==> config.mk <==
export PLATFORM = sky130hd
export DESIGN_NAME = pwm_hyst_mode_sel
export DESIGN_NICKNAME = d
export VERILOG_FILES = /design/src/rtl/pwm_hyst_pkg.sv /design/src/rtl/pol_run_counter.sv /design/src/rtl/mode_ctrl.sv /design/src/rtl/hyst_pulse_gen.sv /design/src/rtl/pwm_hyst_mode_sel.sv
export SDC_FILE = /design/constraint.sdc
export NUM_CORES = 1
export LEC_CHECK = 0
export BUFFER_PORTS_ARGS = -buffer_cell sky130_fd_sc_hd__buf_2
export CORE_AREA = 4 4 41 43
export DETAILED_ROUTE_END_ITERATION = 7
export DIE_AREA = 0 0 45 47
export GPL_ROUTABILITY_DRIVEN = 0
export HOLD_SLACK_MARGIN = 0.12
export PLACE_DENSITY_LB_ADDON = 0.2
export SLEW_MARGIN = 0
export SYNTH_ARGS = -nofsm -noshare
export SYNTH_HDL_FRONTEND = slang
export SYNTH_SLANG_ARGS = --single-unit
export TNS_END_PERCENT = 50
==> constraint.sdc <==
create_clock -name clk -period 2.2 [get_ports clk]
set_clock_uncertainty 0.2 [all_clocks]
set_input_delay 0.33 -clock clk [delete_from_list [all_inputs] [get_ports clk]]
set_output_delay 0.33 -clock clk [all_outputs]
set_load 0.05 [all_outputs]
==> src/rtl/pwm_hyst_pkg.sv <==
package pwm_hyst_pkg;
  typedef enum logic {
    MODE_PWM  = 1'b0,
    MODE_HYST = 1'b1
  } conv_mode_e;

  // Polarity that argues for leaving the given mode.
  function automatic logic exit_sign(input conv_mode_e m);
    return (m == MODE_PWM);
  endfunction
endpackage

==> src/rtl/pol_run_counter.sv <==
module pol_run_counter #(
  parameter int RUN_LEN = 8,
  parameter int CNT_W   = 4
) (
  input  logic             clk,
  input  logic             rst,
  input  logic             clear,
  input  logic             sample_stb,
  input  logic             sw_pos,
  input  logic             want_pos,
  output logic             run_done,
  output logic [CNT_W-1:0] cnt_q
);
  localparam logic [CNT_W-1:0] LAST = CNT_W'(RUN_LEN - 1);

  logic match;
  assign match    = (sw_pos == want_pos);
  assign run_done = sample_stb && match && (cnt_q == LAST);

  always_ff @(posedge clk) begin
    if (rst || clear) begin
      cnt_q <= '0;
    end else if (sample_stb) begin
      if (!match || run_done) cnt_q <= '0;
      else                    cnt_q <= cnt_q + 1'b1;
    end
  end
endmodule

==> src/rtl/mode_ctrl.sv <==
module mode_ctrl
  import pwm_hyst_pkg::*;
(
  input  logic       clk,
  input  logic       rst,
  input  logic       inhibit,
  input  logic       out_dip,
  input  logic       run_done,
  output conv_mode_e mode_q,
  output conv_mode_e mode_d
);
  always_comb begin
    mode_d = mode_q;
    if (inhibit)                              mode_d = MODE_PWM;
    else if (mode_q == MODE_HYST && out_dip)  mode_d = MODE_PWM;
    else if (run_done)
      mode_d = (mode_q == MODE_PWM) ? MODE_HYST : MODE_PWM;
  end

  always_ff @(posedge clk) begin
    if (rst) mode_q <= MODE_PWM;
    else     mode_q <= mode_d;
  end
endmodule

==> src/rtl/hyst_pulse_gen.sv <==
module hyst_pulse_gen
  import pwm_hyst_pkg::*;
(
  input  logic       clk,
  input  logic       rst,
  input  conv_mode_e mode_d,
  input  logic       below_lo,
  input  logic       above_hi,
  output logic       req_q
);
  always_ff @(posedge clk) begin
    if (rst || mode_d != MODE_HYST) req_q <= 1'b0;
    else if (above_hi)               req_q <= 1'b0;
    else if (below_lo)               req_q <= 1'b1;
  end
endmodule

==> src/rtl/pwm_hyst_mode_sel.sv <==
module pwm_hyst_mode_sel
  import pwm_hyst_pkg::*;
#(
  parameter int RUN_LEN = 8,
  parameter int CNT_W   = $clog2(RUN_LEN) + 1
) (
  input  logic clk,
  input  logic rst,
  input  logic sample_stb,
  input  logic sw_pos,
  input  logic out_dip,
  input  logic fpwm_n,
  input  logic xfer_busy,
  input  logic below_lo,
  input  logic above_hi,
  output logic hyst_mode,
  output logic hs_req
);
  conv_mode_e       mode_q, mode_d;
  logic             inhibit, run_done, run_clear;
  logic [CNT_W-1:0] run_cnt;

  assign inhibit   = !fpwm_n || xfer_busy;
  assign run_clear = inhibit || (mode_d != mode_q);

  pol_run_counter #(.RUN_LEN(RUN_LEN), .CNT_W(CNT_W)) u_run (
    .clk(clk), .rst(rst), .clear(run_clear), .sample_stb(sample_stb),
    .sw_pos(sw_pos), .want_pos(exit_sign(mode_q)),
    .run_done(run_done), .cnt_q(run_cnt)
  );

  mode_ctrl u_mode (
    .clk(clk), .rst(rst), .inhibit(inhibit), .out_dip(out_dip),
    .run_done(run_done), .mode_q(mode_q), .mode_d(mode_d)
  );

  hyst_pulse_gen u_pulse (
    .clk(clk), .rst(rst), .mode_d(mode_d), .below_lo(below_lo),
    .above_hi(above_hi), .req_q(hs_req)
  );

  assign hyst_mode = (mode_q == MODE_HYST);
endmodule

Word level (Yosys, flattened, before mapping)
Cells that the tools add are included.
Widths: inputs -> output; s select.
{"block": "totals", "ff_bits": 6, "latch_bits": 0, "mem_bits_rw": 0, "romBits": 0, "word_cells": 25, "mem_count": 0}
{"block": "op_classes", "addsub": 1, "multipliers": 0, "n_div": 0, "magnitude_cmp": 0, "n_eq_ne": 3, "n_shift": 0, "muxes": 5, "bitwise_logic": 2, "reduce_logical": 11}
{"operator": "$logic_or 1x1->1", "count": 5}
{"operator": "$add 4x1->4 const B", "count": 1}
{"operator": "$eq 4x3->1 const B", "count": 1}
{"operator": "$mux 1", "count": 4}
{"operator": "$mux 4", "count": 1}
{"operator": "$logic_and 1x1->1", "count": 3}
{"operator": "$logic_not 1->1", "count": 2}
{"operator": "$not 1->1", "count": 2}
{"operator": "$reduce_or 2->1", "count": 1}
{"operator": "$eq 1x1->1", "count": 1}
{"operator": "$ne 1x1->1", "count": 1}

Depth between registers and ports, before layout
Gate-level depths: netlist of the first run.
{"block": "logic_depth", "depth_word": 10, "ltp_mapped": 4, "mapped_depth_nobuf": 4}

By module
A second synthesis of the first run with hierarchy kept.
{"block": "hier_totals", "hier_cells": 38, "hier_area_um2": 351.6}
{"module": "pol_run_counter", "n_inst": 1, "cells_each": 26, "area_each_um2": 226.5, "seq_area_each_um2": 80.1}
{"module": "mode_ctrl", "n_inst": 1, "cells_each": 5, "area_each_um2": 53.8, "seq_area_each_um2": 20.0}
{"module": "hyst_pulse_gen", "n_inst": 1, "cells_each": 3, "area_each_um2": 38.8, "seq_area_each_um2": 20.0}
{"module": "pwm_hyst_mode_sel", "n_inst": 1, "cells_each": 4, "area_each_um2": 32.5, "seq_area_each_um2": 0.0}

Least setup slack after synthesis of the first run
OpenSTA, ideal clock, no wires.
{"block": "synth_timing", "path_kind": "register -> register", "from": "reg u_mode.mode_q", "to": "reg u_run.cnt_q[3]", "setup_ps": 74, "arrival_time_ps": 1486, "slack_ps": 439, "stages_incl_launch_ff": 4, "n_path_buf": 0, "synth_period_minus_slack_ps": 1761, "cell_sequence": "dfxtp_1 > xor2_1 > mux2_4 > nor3_2"}
{"block": "synth_via", "elab_chain_cells": 10}
{"item": "start, declared", "line_no": "mode_ctrl.sv:9", "text": "output conv_mode_e mode_q,"}
{"item": "start signal, assigned", "line_no": "mode_ctrl.sv:22", "text": "else mode_q <= mode_d;"}
{"item": "$not 1->1"}
{"item": "$eq 1x1->1", "line_no": "pol_run_counter.sv:17", "text": "assign match = (sw_pos == want_pos);"}
{"item": "$logic_and 1x1->1 (2 in series)", "line_no": "pol_run_counter.sv:18", "text": "assign run_done = sample_stb && match && (cnt_q == LAST);"}
{"item": "$mux 1", "line_no": "mode_ctrl.sv:16", "text": "else if (run_done)"}
{"item": "$mux 1", "line_no": "mode_ctrl.sv:15", "text": "else if (mode_q == MODE_HYST && out_dip) mode_d = MODE_PWM;"}
{"item": "$mux 1", "line_no": "mode_ctrl.sv:14", "text": "if (inhibit) mode_d = MODE_PWM;"}
{"item": "$ne 1x1->1", "line_no": "pwm_hyst_mode_sel.sv:24", "text": "assign run_clear = inhibit || (mode_d != mode_q);"}
{"item": "$logic_or 1x1->1", "line_no": "pwm_hyst_mode_sel.sv:24"}
{"item": "$logic_or 1x1->1", "line_no": "pol_run_counter.sv:21", "text": "if (rst || clear) begin"}
{"item": "end signal, assigned", "line_no": "pol_run_counter.sv:25", "text": "else cnt_q <= cnt_q + 1'b1;"}
{"item": "end, declared", "line_no": "pol_run_counter.sv:12", "text": "output logic [CNT_W-1:0] cnt_q"}
Several ways; a longest one is shown, not always the timed one.
A chain may end at the register's enable or synchronous reset.

Final worst setup path of the first run
{"block": "layout_timing", "from": "reg u_run.cnt_q[0]", "to": "reg u_pulse.req_q"}
{"block": "layout_via", "elab_chain_cells": 8}
{"item": "$eq 4x3->1", "line_no": "pol_run_counter.sv:18"}
{"item": "$logic_and 1x1->1", "line_no": "pol_run_counter.sv:18"}
{"item": "$mux 1", "line_no": "mode_ctrl.sv:16"}
{"item": "$mux 1", "line_no": "mode_ctrl.sv:15"}
{"item": "$mux 1", "line_no": "mode_ctrl.sv:14"}
{"item": "$not 1->1", "line_no": "hyst_pulse_gen.sv:12", "text": "if (rst || mode_d != MODE_HYST) req_q <= 1'b0;"}
{"item": "$logic_or 1x1->1", "line_no": "hyst_pulse_gen.sv:12"}
{"item": "$reduce_or 2->1 (no source line)"}
{"item": "end signal, assigned", "line_no": "hyst_pulse_gen.sv:12"}
{"item": "end signal, assigned", "line_no": "hyst_pulse_gen.sv:13", "text": "else if (above_hi) req_q <= 1'b0;"}
{"item": "end signal, assigned", "line_no": "hyst_pulse_gen.sv:14", "text": "else if (below_lo) req_q <= 1'b1;"}
{"item": "end, declared", "line_no": "hyst_pulse_gen.sv:9", "text": "output logic req_q"}
No other way between the ends.

==> flow_summary.json, run 1 <==
{
  "initial_core_util_pct": 25.00,
  "crit_path_max_incr_delay_ns": 0.37,
  "synth_fp_nets": 43,
  "syn_to_final_growth_pct": 27.69,
  "p_leak_nw": 0.1646,
  "ys_warn_count": 0,
  "drv_slew": 0,
  "grt_first_pass_wirelength_mm": 1.131,
  "pin_count": 11,
  "wire_per_inst_um": 10.25,
  "hp-class": "input port to flop",
  "p_per_area_nw_per_um2": 550.7,
  "post_cts_buffers": 0,
  "rsz0062_at_grt": "false",
  "crit_chain": "ha_1 -> and4b_4 -> mux2i_1 -> nor4_2",
  "cpMaxStageDelayCell": "dfxtp_1",
  "fin_nets": 58,
  "diodes": 0,
  "cts_max_level": 1,
  "first_global_vias": 274,
  "portBuffers": 10,
  "cts_made_buffers": 3,
  "status": "completed",
  "overflow": 0,
  "slew_headroom_pct": 72.76,
  "fin_setup_tns_ns": 0,
  "final_core_util_pct": 31.92,
  "grt_max_degree": 10,
  "insertion_delay_ns": 0.24,
  "cp_max_fo": 4,
  "drc": 0,
  "reg2reg_depth": 4,
  "critical_path_class": "flop to flop",
  "cts_resized": 0,
  "synth_cell_type_count": 20,
  "clockRootBuffer": "clkbuf_4",
  "hold_depth": 3,
  "wl_um": 625,
  "maxCapViolations": 0,
  "drtIter0Drc": 4,
  "critical_path.endpoint_type": "flop",
  "syn_area_um2": 325.3,
  "ir_drop_uv": 232.3,
  "required_ns": 2.12,
  "syn_inst": 33,
  "hold_violations": 0,
  "grt_usage_pct": 8.300,
  "avgSynthCellArea_um2": 9.858,
  "period_needed_ns": 1.525,
  "max_freq_mhz": 655.5,
  "dieArea_um2": 2115,
  "synth-seq-cells": 6,
  "critPathArrivalTime_ns": 1.44,
  "critPathLaunchType": "flop",
  "drtAntennaViolNets": 0,
  "antenna_found_initial": 0,
  "die_y_um": 47,
  "cts.path.max_buffers": 2,
  "cts_tree": "built",
  "setup-violations-final": 0,
  "final.period_utilization_pct": 69.34,
  "clk_pin_slew_ns": 0.05,
  "place_hpwl_um": 467.1,
  "avgViaCountPerCell": 4.689,
  "vias": 286,
  "worst_slew_pin_slew_ns": 0.4073,
  "drive_gt1_share_pct": 36.96,
  "firstDrtPassIters": 2,
  "row_count": 13,
  "yosysSeqAreaShare_pct": 36.92,
  "die_w_um": 45,
  "cts.sinks": 6,
  "core_um2": 1301
}
## what timing repair did
action / 4_1_cts / 5_1_grt
hold buffers: 1 / 0
endpoints found under the hold margin: 1 / 0
endpoints found under the setup margin: 0 / 0
## final cells by class
| type | count | area, um^2 |
|---|---|---|
| clock buffer | 3 | 22.52 |
| fill | 151 | 885.9 |
| inverter | 1 | 3.754 |
| multi-input combinational | 25 | 190.2 |
| sequential | 6 | 120.1 |
| tap | 15 | 18.77 |
| timing repair buffer | 11 | 60.06 |
## layer usage
metal,vias up,GRT usage [%],part of all wire (%)
met3,0,7.663,12
met4,0,5.263,0
met5,-,0,0
met2,12,11.86,44
met1,126,7.745,44
li1,148,-,-
## power by group
part	switching [mW]	internal [mW]	leakage, nW
logic	0.00863	0.0102	0.102
registers	0.000356	0.109	0.0483
clock network	0.0385	0.0616	0.0138
total	0.0475	0.181	0.165
## per-stage QoR
stage / hold slack [ns] / std cells / instance area (um^2) / setup WS (ns) / total power, mW
2_1_floorplan: 0.2010 / 33 / 325.3 / 0.4394 / 0.1224
3_3_place_gp: 0.2908 / 57 / 382.9 / 0.6597 / 0.1292
3_5_place_dp: 0.2921 / 57 / 382.9 / 0.6485 / 0.1293
4_1_cts: 0.1599 / 61 / 415.4 / 0.6834 / 0.2349
5_1_grt: 0.1443 / 61 / 415.4 / 0.6040 / 0.2498
6_report: 0.1604 / 61 / 415.4 / 0.6745 / 0.2288
## layout by cell type, fill, tap and decap left out
cell           instances
inv_1                  1
nand3b_1               1
nor4_2                 1
mux2i_1                1
a31oi_1                1
clkbuf_4               3
nand4b_1               2
and4b_4                1
dlygate4sd3_1          1
nor3_2                 1
and2b_1                1
nand2_1                1
dfxtp_1                6
a21oi_1                3
nand2b_1               2
buf_2                 10
mux2_4                 1
nand4_1                2
xor2_1                 2
nand3_1                1
nor2_1                 3
ha_1                   1
## synthesized netlist by cell type
cell type | count | area (um^2)
mux2_4 | 1 | 15.01
dfxtp_1 | 6 | 120.1
a21oi_1 | 3 | 15.01
buf_6 | 1 | 11.26
nand2_1 | 1 | 3.750
nand3b_1 | 1 | 7.510
nand2b_1 | 2 | 12.51
xor2_1 | 2 | 17.52
nand3_1 | 1 | 5.000
ha_1 | 1 | 12.51
and2b_1 | 1 | 7.510
nor2_1 | 3 | 11.26
a31oi_1 | 1 | 6.260
mux2i_1 | 1 | 10.01
nor4_2 | 1 | 12.51
nor3_2 | 1 | 10.01
and4b_4 | 1 | 13.76
nand4b_1 | 2 | 17.52
inv_1 | 1 | 3.750
nand4_1 | 2 | 12.51
## kinds of logic after synthesis
kind of cell / Yosys count / synth area share, %
AND/OR/NAND/NOR: 16 / 35.00
buffers and inverters: 2 / 4.614
AO/OA/AOI/OAI: 4 / 6.538
multiplexers: 2 / 7.691
adder cells (fa/ha/maj): 1 / 3.846
XOR/XNOR: 2 / 5.386
flip-flops: 6 / 36.92
## worst paths after layout
kind / slack [ns] / startpoint / end
hold reg to reg: 0.31 / u_pulse.req_q / u_pulse.req_q
hold / removal: 0.16 / below_lo / u_pulse.req_q
setup reg to reg: 0.67 / u_run.cnt_q[0] / u_pulse.req_q
setup / recovery: 0.67 / u_run.cnt_q[0] / u_pulse.req_q
## critical path, delay by kind of cell (launching register included)
| family | cells | cell delay [ns] |
|---|---|---|
| DFF | 1 | 0.37 |
| and+or+nand+nor | 2 | 0.33 |
| muxes | 1 | 0.27 |
| adders and majority gates | 1 | 0.24 |
## registers in the layout, summed over array words and instances, names as in the netlist
register and cells:
u_mode.mode_q 1, u_run.cnt_q 4, u_pulse.req_q 1
Note: power is estimated with default switching activity, not from simulation.
==> run 2, diff against run 1 <==
clock period = 1.4 ns   (was 2.2 ns; I/O delays follow)
==> run 2 against run 1 <==
  * Clock-buffer cell count increased by 1
  * Flip-flop and latch count unchanged
  * Worst hold slack got worse by 0.025 ns
  * Core utilization increased by 6.5 points
  * First-iteration DRC count up 25%
  * Critical path type unchanged
  * Critical endpoint unchanged
==> flow_summary.json, run 2 (synthesized netlist as in run 1, its figures left out) <==
{
  "final_common_cell": "buf_2",
  "cp_max_fo": 2,
  "reg2reg_depth": 4,
  "largest_register_ffs": 4,
  "crit_path_max_incr_delay_ns": 0.35,
  "wl_um": 718,
  "finalPower_mw": 0.3869,
  "critical_path_class": "flop to flop",
  "ff2ff_setup_slack_ns": 0.04,
  "final_cell_mix": "10 x buf_2, 4 x buf_4",
  "final_core_util_pct": 38.46,
  "crit_chain": "ha_4 -> and4b_4 -> mux2i_2 -> nor4_2",
  "hold_violations": 0,
  "drtIter0Drc": 5,
  "p_int_mw": 0.3005,
  "critPathLaunchType": "flop",
  "cts_max_level": 1,
  "fin_nets": 63,
  "drtAntennaViolNets": 0,
  "cts_made_buffers": 3,
  "pwr-share-comb_pct": 10.1,
  "setup-violations-final": 0,
  "wire_per_inst_um": 10.72,
  "clk_pin_slew_ns": 0.05,
  "die_y_um": 47,
  "post_cts_buffers": 0,
  "avgViaCountPerCell": 4.970,
  "place_hpwl_um": 545.1,
  "drc": 0,
  "slew_headroom_pct": 79.73,
  "grt_usage_pct": 8.149,
  "hold_depth": 3,
  "reg_top3": "u_run.cnt_q (4), u_mode.mode_q (1), u_pulse.req_q (1)",
  "pin_count": 11,
  "final.period_utilization_pct": 96.92,
  "initial_core_util_pct": 25.00,
  "p_leak_nw": 0.1923,
  "portBuffers": 10,
  "stdcell_count": 67,
  "grt_first_pass_wirelength_mm": 1.179,
  "switching_share_pct": 22.34,
  "crit_family": "flip-flops",
  "p_per_area_nw_per_um2": 773.0,
  "crit_buf_inv": 0,
  "cts.path.max_buffers": 2,
  "fin_setup_tns_ns": 0,
  "grt_max_degree": 9,
  "maxCapViolations": 0,
  "antenna_found_initial": 0,
  "insertion_delay_ns": 0.24,
  "row_count": 13,
  "diodes": 0,
  "r2r-end": "u_pulse.req_q",
  "postPlaceCellArea_um2": 435.4,
  "first_global_vias": 318,
  "dpl.cell_count": 61,
  "status": "completed",
  "layout_setup_ws_ns": 0.04319,
  "clockRootBuffer": "clkbuf_4",
  "cts_tree": "built",
  "power_switching_mw": 0.08640,
  "holdWs_ns": 0.1355,
  "hold_start": "sw_pos",
  "overflow": 0,
  "regMostFlops": "u_run.cnt_q",
  "post-place-ws_ns": 0.009088,
  "hp-class": "input port to flop",
  "clkPwrFrac_pct": 45.9,
  "cpMaxStageDelayCell": "dfxtp_2",
  "period_needed_ns": 1.357,
  "cts.sinks": 6,
  "required_ns": 1.33,
  "core_um2": 1301,
  "fin_area_um2": 500.5,
  "critical_path.endpoint_type": "flop",
  "syn_to_final_growth_pct": 53.85,
  "rsz0062_at_grt": "false",
  "firstDrtPassIters": 4,
  "worst_slew_pin_slew_ns": 0.3032,
  "critPathArrivalTime_ns": 1.28,
  "die_w_um": 45,
  "vias": 333,
  "p_seq_share_pct": 44.0,
  "max_freq_mhz": 737.0,
  "drive_gt1_share_pct": 51.92,
  "dieArea_um2": 2115,
  "r2r_start": "u_run.cnt_q[0]",
  "drv_slew": 0,
  "ir_drop_uv": 315.8,
  "hold_end": "u_mode.mode_q"
}
-- run 2: timing repair --
| item | in CTS | in global routing |
|---|---|---|
| endpoints found under the hold margin | 1 | 0 |
| gates resized for setup | 0 | 5 |
| hold buffers | 2 | 0 |
| setup endpoints to repair | 0 | 3 |
-- run 2: worst max path at each step --
stage	startpoint	end	slack, ns	depth (start not counted)
after floorplan	u_run.cnt_q[0]	u_pulse.req_q	0.004	4
after global placement	u_run.cnt_q[0]	u_run.cnt_q[3]	0.03	4
after detailed placement	u_run.cnt_q[0]	u_mode.mode_q	0.009	4
after CTS	u_run.cnt_q[0]	u_run.cnt_q[3]	0.001	4
after global routing	u_run.cnt_q[0]	u_pulse.req_q	0.01	4
final	u_run.cnt_q[0]	u_pulse.req_q	0.04	4
-- run 2: layout make-up --
| cell class | count | area (um^2) |
|---|---|---|
| timing repair buffer | 16 | 100.1 |
| tap | 15 | 18.77 |
| multi-input combinational | 25 | 225.2 |
| sequential | 6 | 126.4 |
| inverter | 1 | 3.754 |
| fill | 138 | 800.8 |
| clock buffer | 4 | 26.28 |
-- run 2: power by group through the flow --
stage / Clock [mW] / Combinational, mW / Sequential [mW]
2_1_floorplan: 0 / 0.0182 / 0.174
3_3_place_gp: 0 / 0.0337 / 0.173
3_5_place_dp: 0 / 0.0337 / 0.173
4_1_cts: 0.184 / 0.0379 / 0.170
5_1_grt: 0.196 / 0.0433 / 0.170
6_report: 0.177 / 0.0391 / 0.170
-- run 2: per-layer routing --
layer	global-route usage [%]	routed length (um)	vias up
met5	0	0	-
met4	7.018	14	0
met3	3.831	74	3
met2	12.15	319	20
met1	8.676	309	151
li1	-	-	159
-- run 2: worst reg2reg max path: cells and delay by family, from the launching register on --
kind                     cells  cell delay (ns)
flip-flops                   1             0.35
AND/OR/NAND/NOR              2             0.31
multiplexers                 1             0.25
adder cells (fa/ha/maj)      1             0.14
==> run 3, diff against run 2 <==
CTS_BUF_LIST = sky130_fd_sc_hd__clkbuf_16   (was not set)
==> run 3 against run 2 <==
  * Design area rose by 10%
  * Non-clock buffer count did not move
  * Cell count did not move
  * Global-route usage rose by 0.87 points
  * Power rose by 77%
  * Core utilization rose by 4.0 points
  * Worst hold slack improved by 0.018 ns
  * Fmax fell by 0.12%
  * Clock power rose to 2.7 times the previous value
  * Worst setup slack got worse by 0.0016 ns
  * Clock-buffer cell count fell by 1
  * Critical path type unchanged
  * Highest routed layer unchanged
==> flow_summary.json, run 3 (synthesized netlist as in run 1, its figures left out) <==
{
  "switching_share_pct": 17.70,
  "final.period_utilization_pct": 97.03,
  "drv_slew": 0,
  "syn_to_final_growth_pct": 70.00,
  "final_common_cell": "buf_2",
  "worst_slew_pin_slew_ns": 0.2991,
  "wire_per_inst_um": 11.54,
  "post-place-ws_ns": 0.009088,
  "cts_tree": "built",
  "hold_violations": 0,
  "regArea_um2": 126.4,
  "die_w_um": 45,
  "power_switching_mw": 0.1213,
  "antenna_found_initial": 0,
  "required_ns": 1.31,
  "wl_um": 773,
  "nFillCells": 131,
  "clockRootBuffer": "clkbuf_16",
  "firstDrtPassIters": 5,
  "hp-class": "input port to flop",
  "dieArea_um2": 2115,
  "slew_headroom_pct": 80.00,
  "post_cts_buffers": 0,
  "cts_made_buffers": 3,
  "avgViaCountPerCell": 4.881,
  "cts.path.max_buffers": 2,
  "drtAntennaViolNets": 0,
  "core_um2": 1301,
  "fin_nets": 63,
  "clkPwrFrac_pct": 69.3,
  "first_global_vias": 318,
  "ff2ff_setup_slack_ns": 0.04,
  "insertion_delay_ns": 0.23,
  "die_y_um": 47,
  "reg_top3": "u_run.cnt_q (4), u_mode.mode_q (1), u_pulse.req_q (1)",
  "p_leak_nw": 0.2196,
  "largest_register_ffs": 4,
  "diodes": 0,
  "pin_count": 11,
  "cp_max_fo": 2,
  "grt_first_pass_wirelength_mm": 1.221,
  "ir_drop_uv": 992.7,
  "p_per_area_nw_per_um2": 1239,
  "multi_input_area_um2": 225.2,
  "overflow": 0,
  "setup-violations-final": 0,
  "p_int_mw": 0.5639,
  "regMostFlops": "u_run.cnt_q",
  "cts_max_level": 1,
  "portBuffers": 10,
  "critPathLaunchType": "flop",
  "pwr-share-comb_pct": 5.7,
  "drtIter0Drc": 9,
  "max_freq_mhz": 736.1,
  "maxCapViolations": 0,
  "period_needed_ns": 1.358,
  "critical_path_class": "flop to flop",
  "layout_setup_ws_ns": 0.04154,
  "rsz0062_at_grt": "false",
  "drc": 0,
  "critical_path.endpoint_type": "flop",
  "cts.sinks": 6,
  "vias": 327,
  "fin_setup_tns_ns": 0,
  "clk_pin_slew_ns": 0.03,
  "critPathArrivalTime_ns": 1.27,
  "place_hpwl_um": 545.1,
  "row_count": 13,
  "status": "completed",
  "grt_usage_pct": 9.019,
  "initial_core_util_pct": 25.00,
  "grt_max_degree": 9,
  "final_cell_mix": "10 x buf_2, 4 x buf_4",
  "p_seq_share_pct": 25.0,
  "drive_gt1_share_pct": 51.92
}
run 3: changes by cell type in the layout (fill, tap and decap cells not counted), sizes merged:
cell,change
clkbuf,-1
inv,+1
run 3: layout make-up:
cell class	count	area share [%]
clock inverters	1	0.6787
repair buffers	16	18.10
well taps	15	3.394
flip-flops and latches	6	22.85
clock buffers	3	13.57
inverters	1	0.6787
multi-input cells	25	40.72
run 3: per-layer routing:
metal	vias to the layer above	share of wire, %	track usage, %
met5	-	0	0
met4	0	4.1	10.53
met1	153	43	8.904
met3	2	8.5	4.981
li1	157	-	-
met2	15	44	12.43
run 3: what timing repair did:
action | 4_1_cts | 5_1_grt
hold endpoints to repair | 1 | 0
gates resized for setup | 0 | 5
setup endpoints to repair | 0 | 3
hold buffers | 2 | 0
run 3: metrics by stage:
step | instance area [um^2] | power (mW) | cells | hold slack (ns) | util [%]
3_5_place_dp | 435.4 | 0.2072 | 61 | 0.1846 | 33.46
6_report | 553.0 | 0.6851 | 67 | 0.1539 | 42.50
3_3_place_gp | 435.4 | 0.2072 | 61 | 0.1849 | 33.46
4_1_cts | 534.3 | 0.6966 | 67 | 0.1590 | 41.06
5_1_grt | 553.0 | 0.7126 | 67 | 0.1582 | 42.50
2_1_floorplan | 347.8 | 0.1917 | 33 | 0.08101 | -
run 3: worst paths after layout:
path	end	start	cells after the start
min	u_mode.mode_q	sw_pos	3
max	u_pulse.req_q	u_run.cnt_q[0]	4
min reg2reg	u_pulse.req_q	u_pulse.req_q	2
max reg2reg	u_pulse.req_q	u_run.cnt_q[0]	4
run 3: power by group through the flow:
| stage | clock network, mW | logic [mW] | registers (mW) |
|---|---|---|---|
| after floorplan | 0 | 0.0182 | 0.174 |
| after global placement | 0 | 0.0337 | 0.173 |
| after detailed placement | 0 | 0.0337 | 0.173 |
| after CTS | 0.488 | 0.0379 | 0.171 |
| after global routing | 0.498 | 0.0435 | 0.171 |
| final | 0.475 | 0.0391 | 0.171 |
run 3: critical path, cell delays in order (launching register included):
cell and delay, ns:
dfxtp_2 0.35, ha_4 0.14, and4b_4 0.23, mux2i_2 0.25
nor4_2 0.07
